$ cat config.mk
export PLATFORM = sky130hd
export DESIGN_NAME = mod2n1_adder
export DESIGN_NICKNAME = d
export VERILOG_FILES = /design/src/rtl/mod2n1_pkg.sv /design/src/rtl/mod2n1_rewrite.sv /design/src/rtl/mod2n1_bias_row.sv /design/src/rtl/mod2n1_sklansky.sv /design/src/rtl/mod2n1_adder.sv
export SDC_FILE = /design/constraint.sdc
export NUM_CORES = 1
export LEC_CHECK = 0
export BUFFER_PORTS_ARGS = -buffer_cell sky130_fd_sc_hd__buf_2
export CAP_MARGIN = 20
export CORE_MARGIN = 2
export CORE_UTILIZATION = 33
export DETAILED_ROUTE_END_ITERATION = 7
export SYNTH_ARGS = -nofsm -noshare
export SYNTH_HDL_FRONTEND = slang
export SYNTH_SLANG_ARGS = --single-unit
$ cat constraint.sdc
create_clock -name vclk -period 3.3
set_clock_uncertainty 0.1 [all_clocks]
set_input_delay 0.33 -clock vclk [all_inputs]
set_output_delay 0.33 -clock vclk [all_outputs]
set_load 0.02 [all_outputs]
$ cat src/rtl/mod2n1_pkg.sv
package mod2n1_pkg;

    typedef enum logic [1:0] {
        CC_KILL = 2'd0,
        CC_PROP = 2'd1,
        CC_GEN  = 2'd2
    } carry_cls_e;

    function automatic carry_cls_e classify(input logic gen, input logic prop);
        if (gen)
            return CC_GEN;
        else if (prop)
            return CC_PROP;
        else
            return CC_KILL;
    endfunction

endpackage

$ cat src/rtl/mod2n1_rewrite.sv
module mod2n1_rewrite #(
    parameter int N = 8
) (
    input  logic [N:0]   a_in,
    input  logic [N:0]   b_in,
    output logic [N-1:0] a_low,
    output logic [N-1:0] b_low,
    output logic         cin,
    output logic         both_top
);
    logic a_top;
    logic b_top;

    always_comb begin
        a_top    = a_in[N];
        b_top    = b_in[N];
        // an operand of 2^N becomes (2^N-1) plus one carried in at bit 0
        a_low    = a_top ? {N{1'b1}} : a_in[N-1:0];
        b_low    = b_top ? {N{1'b1}} : b_in[N-1:0];
        cin      = a_top ^ b_top;
        both_top = a_top & b_top;
    end
endmodule

$ cat src/rtl/mod2n1_bias_row.sv
module mod2n1_bias_row #(
    parameter int N = 8
) (
    input  logic [N-1:0] a_low,
    input  logic [N-1:0] b_low,
    input  logic         cin,
    output logic [N:0]   x_vec,
    output logic [N-1:0] y_vec
);
    // per bit: a+b+1 = 2*(a|b) + ~(a^b); summed over bits adds 2^N-1
    assign x_vec[0] = cin;

    for (genvar i = 0; i < N; i++) begin : g_cell
        assign y_vec[i]   = ~(a_low[i] ^ b_low[i]);
        assign x_vec[i+1] = a_low[i] | b_low[i];
    end
endmodule

$ cat src/rtl/mod2n1_sklansky.sv
module mod2n1_sklansky #(
    parameter int N = 8
) (
    input  logic [N-1:0] x_low,
    input  logic [N-1:0] y_low,
    output logic [N-1:0] half_sum,
    output logic [N-1:0] grp_gen,
    output logic [N-1:0] grp_prop
);
    localparam int LEVELS = (N > 1) ? $clog2(N) : 1;

    logic [N-1:0] gen_v;
    logic [N-1:0] prop_v;

    always_comb begin
        half_sum = x_low ^ y_low;
        gen_v    = x_low & y_low;
        prop_v   = x_low ^ y_low;
        for (int lvl = 0; lvl < LEVELS; lvl++) begin
            for (int i = 0; i < N; i++) begin
                if (((i >> lvl) & 1) == 1) begin
                    // partner is the top bit of the lower block at this level
                    int j;
                    j = ((i >> lvl) << lvl) - 1;
                    gen_v[i]  = gen_v[i] | (prop_v[i] & gen_v[j]);
                    prop_v[i] = prop_v[i] & prop_v[j];
                end
            end
        end
        grp_gen  = gen_v;
        grp_prop = prop_v;
    end
endmodule

$ cat src/rtl/mod2n1_adder.sv
module mod2n1_adder
    import mod2n1_pkg::*;
#(
    parameter int N = 8
) (
    input  logic [N:0] a_in,
    input  logic [N:0] b_in,
    output logic [N:0] sum_out
);
    logic [N-1:0] a_low;
    logic [N-1:0] b_low;
    logic         cin;
    logic         both_top;
    logic [N:0]   x_vec;
    logic [N-1:0] y_vec;
    logic [N-1:0] half_sum;
    logic [N-1:0] grp_gen;
    logic [N-1:0] grp_prop;

    carry_cls_e   top_cls;
    logic         inc_en;
    logic [N-1:0] late_carry;
    logic [N:0]   core_sum;

    mod2n1_rewrite #(.N(N)) u_rewrite (
        .a_in     (a_in),
        .b_in     (b_in),
        .a_low    (a_low),
        .b_low    (b_low),
        .cin      (cin),
        .both_top (both_top)
    );

    mod2n1_bias_row #(.N(N)) u_bias (
        .a_low (a_low),
        .b_low (b_low),
        .cin   (cin),
        .x_vec (x_vec),
        .y_vec (y_vec)
    );

    mod2n1_sklansky #(.N(N)) u_prefix (
        .x_low    (x_vec[N-1:0]),
        .y_low    (y_vec),
        .half_sum (half_sum),
        .grp_gen  (grp_gen),
        .grp_prop (grp_prop)
    );

    always_comb begin
        top_cls = classify(grp_gen[N-1], grp_prop[N-1]);
        // the +1 is dropped only when the biased sum reaches 2^(N+1)
        inc_en  = ~(x_vec[N] & (top_cls == CC_GEN));
        late_carry[0] = inc_en;
        for (int i = 1; i < N; i++)
            late_carry[i] = grp_gen[i-1] | (grp_prop[i-1] & inc_en);
        core_sum[N-1:0] = half_sum ^ late_carry;
        core_sum[N]     = x_vec[N] & (top_cls == CC_PROP);
        sum_out = both_top ? {1'b0, {N{1'b1}}} : core_sum;
    end
endmodule

### Word level (Yosys, flattened, before mapping)

Index checks and enable logic that the tools add are counted.

| operators by class | value |
|---|---|
| equal/unequal tests | 2 |
| mux-type cells | 5 |
| bitwise logic cells | 82 |

Operators by type and width:

| operator | number |
|---|---|
| 1-bit bitwise AND | 34 |
| 1-bit bitwise OR | 27 |
| 8-bit 2-to-1 mux | 2 |
| 8-bit bitwise XOR | 2 |
| 9-bit 2-to-1 mux | 1 |
| 1-bit NOT | 9 |
| 1-bit bitwise XOR | 9 |
| 8-bit bitwise AND | 1 |
| 2-bit by 1-bit equality test with 1-bit output, second input constant | 1 |
| 2-bit equality test, second input constant | 1 |
| 2-bit 2-to-1 mux | 1 |
| 1-bit 2-to-1 mux | 1 |

| word-level totals | value |
|---|---|
| bits in registers | 0 |
| logic and storage cells | 89 |

### Logic depth before layout (Yosys ltp)

Gate-level depths: netlist of the first run.

| logic depth | value |
|---|---|
| depth after elaboration | 18 |
| depth in mapped cells | 10 |
| depth with buffers taken out | 9 |

### Modules after synthesis

Synthesis of the first run repeated with hierarchy kept, for this count alone.

| second synthesis, totals | value |
|---|---|
| cell total of the unflattened synthesis | 125 |
| area, all modules | 817.0 um2 |

Modules (own cells, without submodules):

| module | times used | cells an instance | area an instance (um2) | seq. area each (um2) |
|---|---|---|---|---|
| mod2n1_sklansky | 1 | 34 | 254.0 | 0.0 |
| mod2n1_bias_row | 1 | 41 | 227.7 | 0.0 |
| mod2n1_adder | 1 | 33 | 222.7 | 0.0 |
| mod2n1_rewrite | 1 | 17 | 112.6 | 0.0 |

### Worst setup path before layout of the first run

OpenSTA, ideal clock, no wires.

| timing | value |
|---|---|
| kind | input -> output |
| from | input a_in[8] |
| to | output sum_out[6] |
| arrival | 2600 ps |
| required time | 2870 ps |
| slack | 270 ps |
| stages on the path | 10 |
| path buffers | 1 |
| cells stage by stage | clkbuf_1 > nor2_1 > ha_1 > inv_1 > ha_1 > a21o_1 > a31o_4 > or3_1 > o22ai_2 > mux2i_1 |

| on the way | value |
|---|---|
| cells in the longest elaborated chain, start to end | 18 |
| elaborated cells between the ends (all ways) | 62 |

RTL lines:

| item | RTL line | source |
|---|---|---|
| start: declaration | mod2n1_adder.sv:6 | `input logic [N:0] a_in,` |
| 8-bit 2-to-1 mux | mod2n1_rewrite.sv:18 | `a_low = a_top ? {N{1'b1}} : a_in[N-1:0];` |
| 1-bit bitwise XOR | mod2n1_bias_row.sv:14 | `assign y_vec[i] = ~(a_low[i] ^ b_low[i]);` |
| 1-bit NOT | mod2n1_bias_row.sv:14 |  |
| 8-bit bitwise XOR / 8-bit bitwise AND (equally long branches) | mod2n1_sklansky.sv:16, mod2n1_sklansky.sv:18, mod2n1_sklansky.sv:17 |  |
| 1-bit bitwise AND | mod2n1_sklansky.sv:25 | `gen_v[i] = gen_v[i] \| (prop_v[i] & gen_v[j]);` |
| 1-bit bitwise OR | mod2n1_sklansky.sv:25 |  |
| 1-bit bitwise AND | mod2n1_sklansky.sv:25 |  |
| 1-bit bitwise OR | mod2n1_sklansky.sv:25 |  |
| (+2 left out) | - |  |
| 2-bit 2-to-1 mux | mod2n1_pkg.sv:10 | `if (gen)` |
| 2-bit equality test | mod2n1_adder.sv:53 | `inc_en = ~(x_vec[N] & (top_cls == CC_GEN));` |
| 1-bit bitwise AND | mod2n1_adder.sv:53 |  |
| 1-bit NOT | mod2n1_adder.sv:53 |  |
| 1-bit bitwise AND | mod2n1_adder.sv:56 | `late_carry[i] = grp_gen[i-1] \| (grp_prop[i-1] & inc_en);` |
| 1-bit bitwise OR | mod2n1_adder.sv:56 |  |
| 8-bit bitwise XOR | mod2n1_adder.sv:57 | `core_sum[N-1:0] = half_sum ^ late_carry;` |
| 9-bit 2-to-1 mux * | mod2n1_adder.sv:59 | `sum_out = both_top ? {1'b0, {N{1'b1}}} : core_sum;` |
| end: declaration | mod2n1_adder.sv:8 | `output logic [N:0] sum_out` |

Every way passes the cells marked *; elsewhere a longest branch is shown, timed or not.

### Worst setup path after layout of the first run

| timing | value |
|---|---|
| from | input b_in[8] |
| to | output sum_out[6] |

| on the way | value |
|---|---|
| cells in the longest elaborated chain, start to end | 18 |
| elaborated cells between the ends (all ways) | 62 |

RTL lines:

| item | RTL line | source |
|---|---|---|
| start: declaration | mod2n1_adder.sv:7 | `input logic [N:0] b_in,` |
| 8-bit 2-to-1 mux | mod2n1_rewrite.sv:19 | `b_low = b_top ? {N{1'b1}} : b_in[N-1:0];` |
| 1-bit bitwise XOR | mod2n1_bias_row.sv:14 |  |
| 1-bit NOT | mod2n1_bias_row.sv:14 |  |
| 8-bit bitwise XOR / 8-bit bitwise AND (equally long branches) | mod2n1_sklansky.sv:16, mod2n1_sklansky.sv:18, mod2n1_sklansky.sv:17 |  |
| 1-bit bitwise AND | mod2n1_sklansky.sv:25 |  |
| 1-bit bitwise OR | mod2n1_sklansky.sv:25 |  |
| 1-bit bitwise AND | mod2n1_sklansky.sv:25 |  |
| 1-bit bitwise OR | mod2n1_sklansky.sv:25 |  |
| (+2 left out) | - |  |
| 2-bit 2-to-1 mux | mod2n1_pkg.sv:10 |  |
| 2-bit equality test | mod2n1_adder.sv:53 |  |
| 1-bit bitwise AND | mod2n1_adder.sv:53 |  |
| 1-bit NOT | mod2n1_adder.sv:53 |  |
| 1-bit bitwise AND | mod2n1_adder.sv:56 |  |
| 1-bit bitwise OR | mod2n1_adder.sv:56 |  |
| 8-bit bitwise XOR | mod2n1_adder.sv:57 |  |
| 9-bit 2-to-1 mux * | mod2n1_adder.sv:59 |  |

Marked as above.

==> impl_results.md, run 1 <==
* Number of buffers added on ports at 27
* Worst Path Required at 2.87 ns
* Starting Density at 0.3431
* Hold path start: b_in[7]
* Yosys cell types at 30
* Delay-heaviest family, CP: compound AO/OA/AOI/OAI gates
* F_max at 0.3308 GHz
* CP max stage delay at 0.34 ns
* Core area at 0.002170 mm²
* Diodes inserted at 0
* Hold path depth at 7
* Final hold violation count at 0
* Slowest CP cell: or3_1
* Remaining antenna violation count at 0
* Hold WC Path Type: primary input to output pin
* Final std cells w/o fill at 160
* Register area at 0 µm²
* Hpwl dp at 1.509 mm
* # Max-Cap Violations at 0
* Period Utilization, post-route at 0.9159
* Met3 GRT Util at 0.005747
* Finish-stage setup viols at 0
* Pins Over Slew Limit at 0
* VDD IR max at 0.1019 mV
* Post-layout util at 0.4164
* Static leakage at 0.4678 nW
* CLK BUF at 0
* Final setup TNS at 0 ns
* Die Y at 51.50 µm
* Starting DRT DRC Count at 5
* Worst Path Max Fanout at 9
* Seq_cells at 0
* Switching Fraction at 0.5679
* Worst slew pin tran at 0.4153 ns
* Site row count at 17
* Vias per cell at 5.106
* Setup bufs post-CTS at 0
* Final hold slack at 1.290 ns
* Hold Path Sink: sum_out[8]
* Crit path cell chain: buf_2, nor2_1, ha_1, inv_1, ha_1, a21o_1, a31o_4, or3_1, o22ai_2, mux2i_1, buf_2
* Met2 Track Usage GR at 0.2927
* Crit path launch type: primary input
* Status: complete, no violations
* First-pass DRT Iterations at 4
* Largest net degree at the start of global routing at 13
* Psw at 121.7 µW
* Multi-input logic area at 661.9 µm²
* Hold buffer count at cts at 0
* DRC errors left at 0
* Initial antenna violation count at 0
* Clock power frac at 0
* Mapped Nets at 143
* Share of layout cells above drive strength 1 at 0.2652
* Sequential share of power at 0
* Slew HR at 0.7231
* Mapped Area at 744.5 µm²
* Seq/Total Area, Yosys at 0
* Die area at 0.002652 mm²
* Cell area after layout at 903.4 µm²
* Setup crit end kind: output pin
* Die X at 51.50 µm
* Grt ovf at 0
* Post-Synthesis Cells at 108
* RSZ-0062 raised after global routing: false
* Final #Nets at 169
* Crit path DAT at 2.59 ns
* Grt met1 use at 0.1965
* Pint at 92.59 µW
* Io pins at 27
* Final WL at 1.783 mm
* Number of global-route vias before repair at 838
* Filler Cell Count at 252
* Resized cells post-CTS at 0
* Comb pwr share at 1.000
* Critical path class: primary input to output pin
* Most Crowded Layer GR: met2
* WL/cell at 11.14 µm
* Post-DP Area at 903.4 µm²
* PwrDens at 237.2 mW/mm²
* Final min period at 3.023 ns
* Synthesized area per cell at 6.893 µm²
* Via count at 817
* Area growth syn-to-layout at 21.34%
* Global-route wire length before repair at 3.312 mm
* CP bufs+invs at 3
* Tot GR Track Use at 0.1522
* DP Cell Count at 160
* Ys Warns at 0
* Gpl congestion at 0.7688
[cell type report]
class              count  area share
inverters             19     0.07895
multi-input cells     86      0.7327
well taps             28     0.03878
repair buffers        27      0.1496
[Yosys cell counts, types with 2 or more instances]
library cell / instances / area [µm²]
nor2_1: 21 / 78.83
inv_1: 19 / 71.32
ha_1: 17 / 212.7
a21o_1: 4 / 30.03
mux2i_1: 4 / 40.04
nor2b_1: 4 / 25.02
a21oi_1: 3 / 15.01
clkbuf_1: 3 / 11.26
nor3_1: 3 / 15.01
or3_1: 3 / 18.77
a31o_4: 2 / 35.03
a31oi_1: 2 / 12.51
nand2_1: 2 / 7.510
nor4_1: 2 / 12.51
o21a_1: 2 / 15.01
o21ai_0: 2 / 10.01
o21ai_1: 2 / 10.01
[layer usage]
metal | vias up | wire length, µm
met5 | - | 0
met4 | 0 | 0
met3 | 0 | 56
met2 | 18 | 864
met1 | 370 | 862
li1 | 429 | -
[how the worst max path moves through the flow]
stage               startpoint         end  slack, ns  depth (start not counted)
finish                 b_in[8]  sum_out[6]       0.28                         11
floorplan              a_in[8]  sum_out[6]       0.27                         10
global route           b_in[8]  sum_out[7]       0.16                         11
detailed placement     b_in[8]  sum_out[6]       0.29                         11
global placement       a_in[8]  sum_out[6]       0.38                         11
CTS                    b_in[8]  sum_out[6]       0.28                         11
[worst min-delay path, stage by stage]
cell	delay [ns]
buf_2	0.09
nor2_1	0.10
ha_1	0.20
nor3_2	0.08
nand2_1	0.05
nor3_1	0.05
buf_2	0.15
[cell families (layout without fill, tap and decap cells)]
logic type,after synthesis,count (layout),share of synthesized area
AOI/OAI and AO/OA,23,23,0.2639
xor gates and xnor gates,1,1,0.01177
buffers and inverters,22,46,0.1109
adders and majority gates,17,17,0.2857
muxes,4,4,0.05378
and+or+nand+nor,41,41,0.2740
[layout by cell type (no fill, tap or decap)]
cell	instances
nor3_1	3
nand4_1	1
o21a_1	2
ha_1	17
o2111ai_1	1
buf_2	27
nor4_1	2
o21ai_0	2
nor2_1	21
or3_1	3
and4_4	1
nor3b_1	1
o21ai_1	2
a21oi_2	1
o22ai_2	1
mux2i_1	4
xnor2_1	1
inv_1	19
a21o_1	4
nand2_1	2
a31o_2	1
a211o_1	1
nand3_1	1
a31o_4	2
a21oi_1	3
a22oi_4	1
nand2b_1	1
nor3_2	1
a31oi_1	2
nor2b_1	4
[stage by stage]
step           power (mW)  worst slack (ns)
6_report           0.2143            0.2774
2_1_floorplan      0.1614            0.2699
3_3_place_gp       0.2117            0.3756
4_1_cts            0.2166            0.2777
3_5_place_dp       0.2151            0.2931
5_1_grt            0.2404            0.1645
[power by group through the flow]
stage	clock network [mW]	registers [mW]	logic [mW]
finish	0	0	0.214
global route	0	0	0.240
CTS	0	0	0.217
detailed placement	0	0	0.215
global placement	0	0	0.212
floorplan	0	0	0.161
No activity file was read; power rests on OpenSTA's default activity.
==> run 2, diff against run 1 <==
--- a/config.mk
+++ b/config.mk
@@ -7,9 +7,12 @@
 export LEC_CHECK = 0
 export BUFFER_PORTS_ARGS = -buffer_cell sky130_fd_sc_hd__buf_2
 export CAP_MARGIN = 20
-export CORE_MARGIN = 2
+export CELL_PAD_IN_SITES_DETAIL_PLACEMENT = 1
+export CELL_PAD_IN_SITES_GLOBAL_PLACEMENT = 1
+export CORE_MARGIN = 3
 export CORE_UTILIZATION = 33
 export DETAILED_ROUTE_END_ITERATION = 7
+export PLACE_DENSITY_LB_ADDON = 0.1
 export SYNTH_ARGS = -nofsm -noshare
 export SYNTH_HDL_FRONTEND = slang
 export SYNTH_SLANG_ARGS = --single-unit
==> run 2 against run 1 <==
Against the previous run: largest cell class unchanged; non-clock buffer count unchanged; routed wire length up 14%; final cell count is 0.63% lower; critical path depth is the same; via count grew 0.73%; global-route usage decreased by 0.40 points; power up 2.6%; die area increased by 7.9%; fmax fell by 2.4%; setup slack got worse by 0.075 ns; final area is 0.14% lower; sequential cell count unchanged.
==> impl_results.md, run 2 (synthesis results as in run 1) <==
* Remaining antenna violation count at 0 (unchanged)
* Io pins at 27 (unchanged)
* Vias per cell at 5.176 (+1.4%)
* Starting Density at 0.3646 (+0.02145)
* Most frequent cells in the layout: 27 x buf_2, 21 x nor2_1, 19 x inv_1, 17 x ha_1
* Worst slew pin tran at 0.4355 ns (+0.02014 ns)
* Die Y at 53.50 µm (+3.9%)
* CLK BUF at 0 (unchanged)
* Via count at 823 (+0.73%)
* Worst Path Max Fanout at 9 (unchanged)
* Crit path launch type: primary input
* PwrDens at 243.6 mW/mm² (+2.7%)
* Finish-stage setup viols at 0 (unchanged)
* Final WL at 2.026 mm (+14%)
* Global-route wire length before repair at 3.353 mm (+1.2%)
* Period Utilization, post-route at 0.9388 (+0.02288)
* Tot GR Track Use at 0.1481 (-0.004026)
* Grt ovf at 0 (unchanged)
* Final min period at 3.098 ns (+0.07550 ns)
* Hold buffer count at cts at 0 (unchanged)
* Status: complete, no violations
* Setup crit end kind: output pin
* Largest net degree at the start of global routing at 13 (unchanged)
* Final std cells w/o fill at 159 (-0.63%)
* Crit path cell chain: buf_2, nor2_1, ha_1, inv_1, ha_1, a21o_1, a31o_4, or3_1, o22ai_2, mux2i_1, buf_2
* VDD IR max at 0.09690 mV (-4.9%)
* DP Cell Count at 159 (-0.63%)
* Hold WC Path Type: primary input to output pin
* Register area at 0 µm² (unchanged)
* Critical path class: primary input to output pin
* Resized cells post-CTS at 0 (unchanged)
* CP max stage delay at 0.34 ns (about the same)
* Commonest non-fill, non-tap cell in the layout: buf_2
* Seq_cells at 0 (unchanged)
* Core area at 0.002042 mm² (-5.9%)
* Gpl congestion at 0.7707 (+0.25%)
* Area growth syn-to-layout at 21.18%
* Starting DRT DRC Count at 5 (unchanged)
* Final hold violation count at 0 (unchanged)
* RSZ-0062 raised after global routing: false
* Final #Nets at 169 (unchanged)
* Die X at 53.50 µm (+3.9%)
* Static leakage at 0.4678 nW (unchanged)
* Slowest CP cell: ha_1
* Slew HR at 0.7097 (-0.01343)
* Pins Over Slew Limit at 0 (unchanged)
* Diodes inserted at 0 (unchanged)
* F_max at 0.3228 GHz (-2.4%)
* Hpwl dp at 1.747 mm (+16%)
* Number of buffers added on ports at 27 (unchanged)
* WL/cell at 12.74 µm (+14%)
* # Max-Cap Violations at 0 (unchanged)
* Number of global-route vias before repair at 747 (-11%)
* First-pass DRT Iterations at 6 (+2)
* Crit path DAT at 2.67 ns (+0.08 ns)
* Setup bufs post-CTS at 0 (unchanged)
* Die area at 0.002862 mm² (+7.9%)
* CP bufs+invs at 3 (unchanged)
* DRC errors left at 0 (unchanged)
* Filler Cell Count at 300 (+19%)
* Initial antenna violation count at 0 (unchanged)
* Share of layout cells above drive strength 1 at 0.2652 (unchanged)
* Worst Path Required at 2.87 ns (about the same)
* Delay-heaviest family, CP: compound AO/OA/AOI/OAI gates
* Final setup TNS at 0 ns (unchanged)
* Site row count at 16 (-1)
run 2: cell counts in the layout (fill, tap and decap cells not counted):
No cell type changed its count.
run 2: worst paths after layout:
check | end | startpoint | cells past startpoint | slack [ns]
worst max-delay path | sum_out[6] | a_in[8] | 11 | 0.20
worst min-delay path | sum_out[8] | b_in[7] | 7 | 1.25
run 2: report_power, final:
group | internal [mW] | switching [mW]
Sequential | 0 | 0
Clock | 0 | 0
Combinational | 0.0932 | 0.127
run 2: worst min-delay path, stage by stage:
cell and delay (ns):
buf_2 0.10, nor2_1 0.09, ha_1 0.18, nor3_2 0.07
nand2_1 0.06, nor3_1 0.04, buf_2 0.15
run 2: area by class of cell:
type | count | area, µm² | share of cell area
Multi-Input combinational cell | 86 | 661.9 | 0.7337
Timing Repair Buffer | 27 | 135.1 | 0.1498
Inverter | 19 | 71.32 | 0.07906
Tap cell | 27 | 33.78 | 0.03745
run 2: metrics by stage:
| stage | area [µm²] | setup WS, ns | hold slack, ns | total power, mW | utilization |
|---|---|---|---|---|---|
| 2_1_floorplan | 744.5 | 0.2699 | 0.9367 | 0.1614 | - |
| 3_3_place_gp | 902.1 | 0.3512 | 1.256 | 0.2135 | 0.4418 |
| 3_5_place_dp | 902.1 | 0.2140 | 1.265 | 0.2207 | 0.4418 |
| 4_1_cts | 902.1 | 0.1953 | 1.265 | 0.2219 | 0.4418 |
| 5_1_grt | 902.1 | 0.08315 | 1.324 | 0.2428 | 0.4418 |
| 6_report | 902.1 | 0.2019 | 1.252 | 0.2198 | 0.4418 |
run 2: metal layers:
metal  global-route usage  vias to the layer above  part of all wire
met2               0.2551                       20              0.47
li1                     -                      424                 -
met1               0.2079                      379              0.48
met5                    0                        -                 0
met4              0.01277                        0                 0
met3             0.005634                        0             0.045
==> run 3, diff against run 2 <==
--- a/config.mk
+++ b/config.mk
@@ -13,6 +13,7 @@
 export CORE_UTILIZATION = 33
 export DETAILED_ROUTE_END_ITERATION = 7
 export PLACE_DENSITY_LB_ADDON = 0.1
+export RECOVER_POWER = 50
 export SYNTH_ARGS = -nofsm -noshare
 export SYNTH_HDL_FRONTEND = slang
 export SYNTH_SLANG_ARGS = --single-unit
==> run 3 against run 2 <==
Against the previous run: count of clock-buffer cells in the layout unchanged; routed wire length down 0.20%; global-route usage unchanged; combinational power about the same; critical path depth unchanged; non-clock buffer count unchanged; setup slack better by 0.0052 ns; critical endpoint unchanged.
==> impl_results.md, run 3 (synthesis results as in run 1) <==
* Status: complete, no violations
* DRC errors left at 0 (unchanged)
* Cell area after layout at 895.9 µm² (-0.69%)
* Static leakage at 0.4643 nW (-0.74%)
* Most frequent cells in the layout: 25 x buf_2, 21 x nor2_1, 19 x inv_1, 17 x ha_1
* Tot GR Track Use at 0.1481 (unchanged)
* Final hold slack at 1.262 ns (+0.009390 ns)
* Core area at 0.002042 mm² (unchanged)
* Commonest non-fill, non-tap cell in the layout: buf_2
* Setup crit end kind: output pin
* Pins Over Slew Limit at 0 (unchanged)
* Starting DRT DRC Count at 4 (-1)
* Die Y at 53.50 µm (unchanged)
* Worst Path Required at 2.87 ns (about the same)
* Gpl congestion at 0.7707 (unchanged)
* Io pins at 27 (unchanged)
* Seq_cells at 0 (unchanged)
* Global-route wire length before repair at 3.353 mm (unchanged)
* Number of global-route vias before repair at 747 (unchanged)
* WL/cell at 12.72 µm (-0.20%)
* Critical path class: primary input to output pin
* Diodes inserted at 0 (unchanged)
* Worst Path Max Fanout at 9 (unchanged)
* Final min period at 3.093 ns (-0.005235 ns)
* Final WL at 2.022 mm (-0.20%)
* Worst slew pin tran at 0.4289 ns (-0.006597 ns)
* Post-DP Area at 902.1 µm² (unchanged)
* Final #Nets at 169 (unchanged)
* Remaining antenna violation count at 0 (unchanged)
* Finish-stage setup viols at 0 (unchanged)
* Hold buffer count at cts at 0 (unchanged)
* Period Utilization, post-route at 0.9372 (-0.001586)
* Setup bufs post-CTS at 0 (unchanged)
* Via count at 825 (+0.24%)
* Resized cells post-CTS at 0 (unchanged)
* # Max-Cap Violations at 0 (unchanged)
* Die area at 0.002862 mm² (unchanged)
* Power, Total at 218.5 µW (-0.55%)
* Final hold violation count at 0 (unchanged)
* Vias per cell at 5.189 (+0.24%)
* Initial antenna violation count at 0 (unchanged)
* DP Cell Count at 159 (unchanged)
* Area growth syn-to-layout at 20.34%
* Site row count at 16 (unchanged)
* VDD IR max at 0.09593 mV (-1.0%)
* Hpwl dp at 1.747 mm (unchanged)
* First-pass DRT Iterations at 4 (-2)
* Hold WC Path Type: primary input to output pin
* Largest net degree at the start of global routing at 13 (unchanged)
* Grt ovf at 0 (unchanged)
* Crit path DAT at 2.66 ns (about the same)
* Final std cells w/o fill at 159 (unchanged)
* Slew HR at 0.7119 (+0.002198)
* F_max at 0.3233 GHz (+0.17%)
* PwrDens at 244.0 mW/mm² (+0.14%)
* Share of layout cells above drive strength 1 at 0.2500 (-0.01515)
* Starting Density at 0.3646 (unchanged)
* Final setup TNS at 0 ns (unchanged)
* CLK BUF at 0 (unchanged)
* RSZ-0062 raised after global routing: false
* Crit path launch type: primary input
* Die X at 53.50 µm (unchanged)
* Number of buffers added on ports at 27 (unchanged)
* Register area at 0 µm² (unchanged)
## run 3: area by class of cell
class / count / area, µm²
fillers: 302 / 1146
multi-input cells: 86 / 656.9
repair buffers: 27 / 133.9
inverters: 19 / 71.32
well taps: 27 / 33.78
## run 3: power by group
group / total (mW) / leakage [nW] / switching [mW] / internal [mW]
clock: 0 / 0 / 0 / 0
sequential: 0 / 0 / 0 / 0
combinational: 0.219 / 0.464 / 0.126 / 0.0922
total: 0.219 / 0.464 / 0.126 / 0.0922
## run 3: per-stage QoR
step	util	worst slack (ns)
6_report	0.4387	0.2071
4_1_cts	0.4418	0.1953
5_1_grt	0.4387	0.08315
3_5_place_dp	0.4418	0.2140
3_3_place_gp	0.4418	0.3512
2_1_floorplan	-	0.2699
## run 3: final timing paths
kind    start          to  depth (start not counted)
min   b_in[7]  sum_out[8]                          7
max   a_in[8]  sum_out[6]                         11
## run 3: routing by layer
metal	GRT usage	wire length [µm]	vias to the layer above	share of wire
met1	0.2079	969	379	0.48
li1	-	-	424	-
met5	0	0	-	0
met3	0.005634	92	2	0.045
met4	0.01277	13	0	0.0064
met2	0.2551	946	20	0.47
## run 3: critical path, stage by stage
cell and delay (ns):
buf_2 0.19, nor2_1 0.08, ha_1 0.28, inv_1 0.04, ha_1 0.34, a21o_1 0.22, a31o_4 0.28, or3_1 0.33
o22ai_2 0.14, mux2i_1 0.23, buf_2 0.19
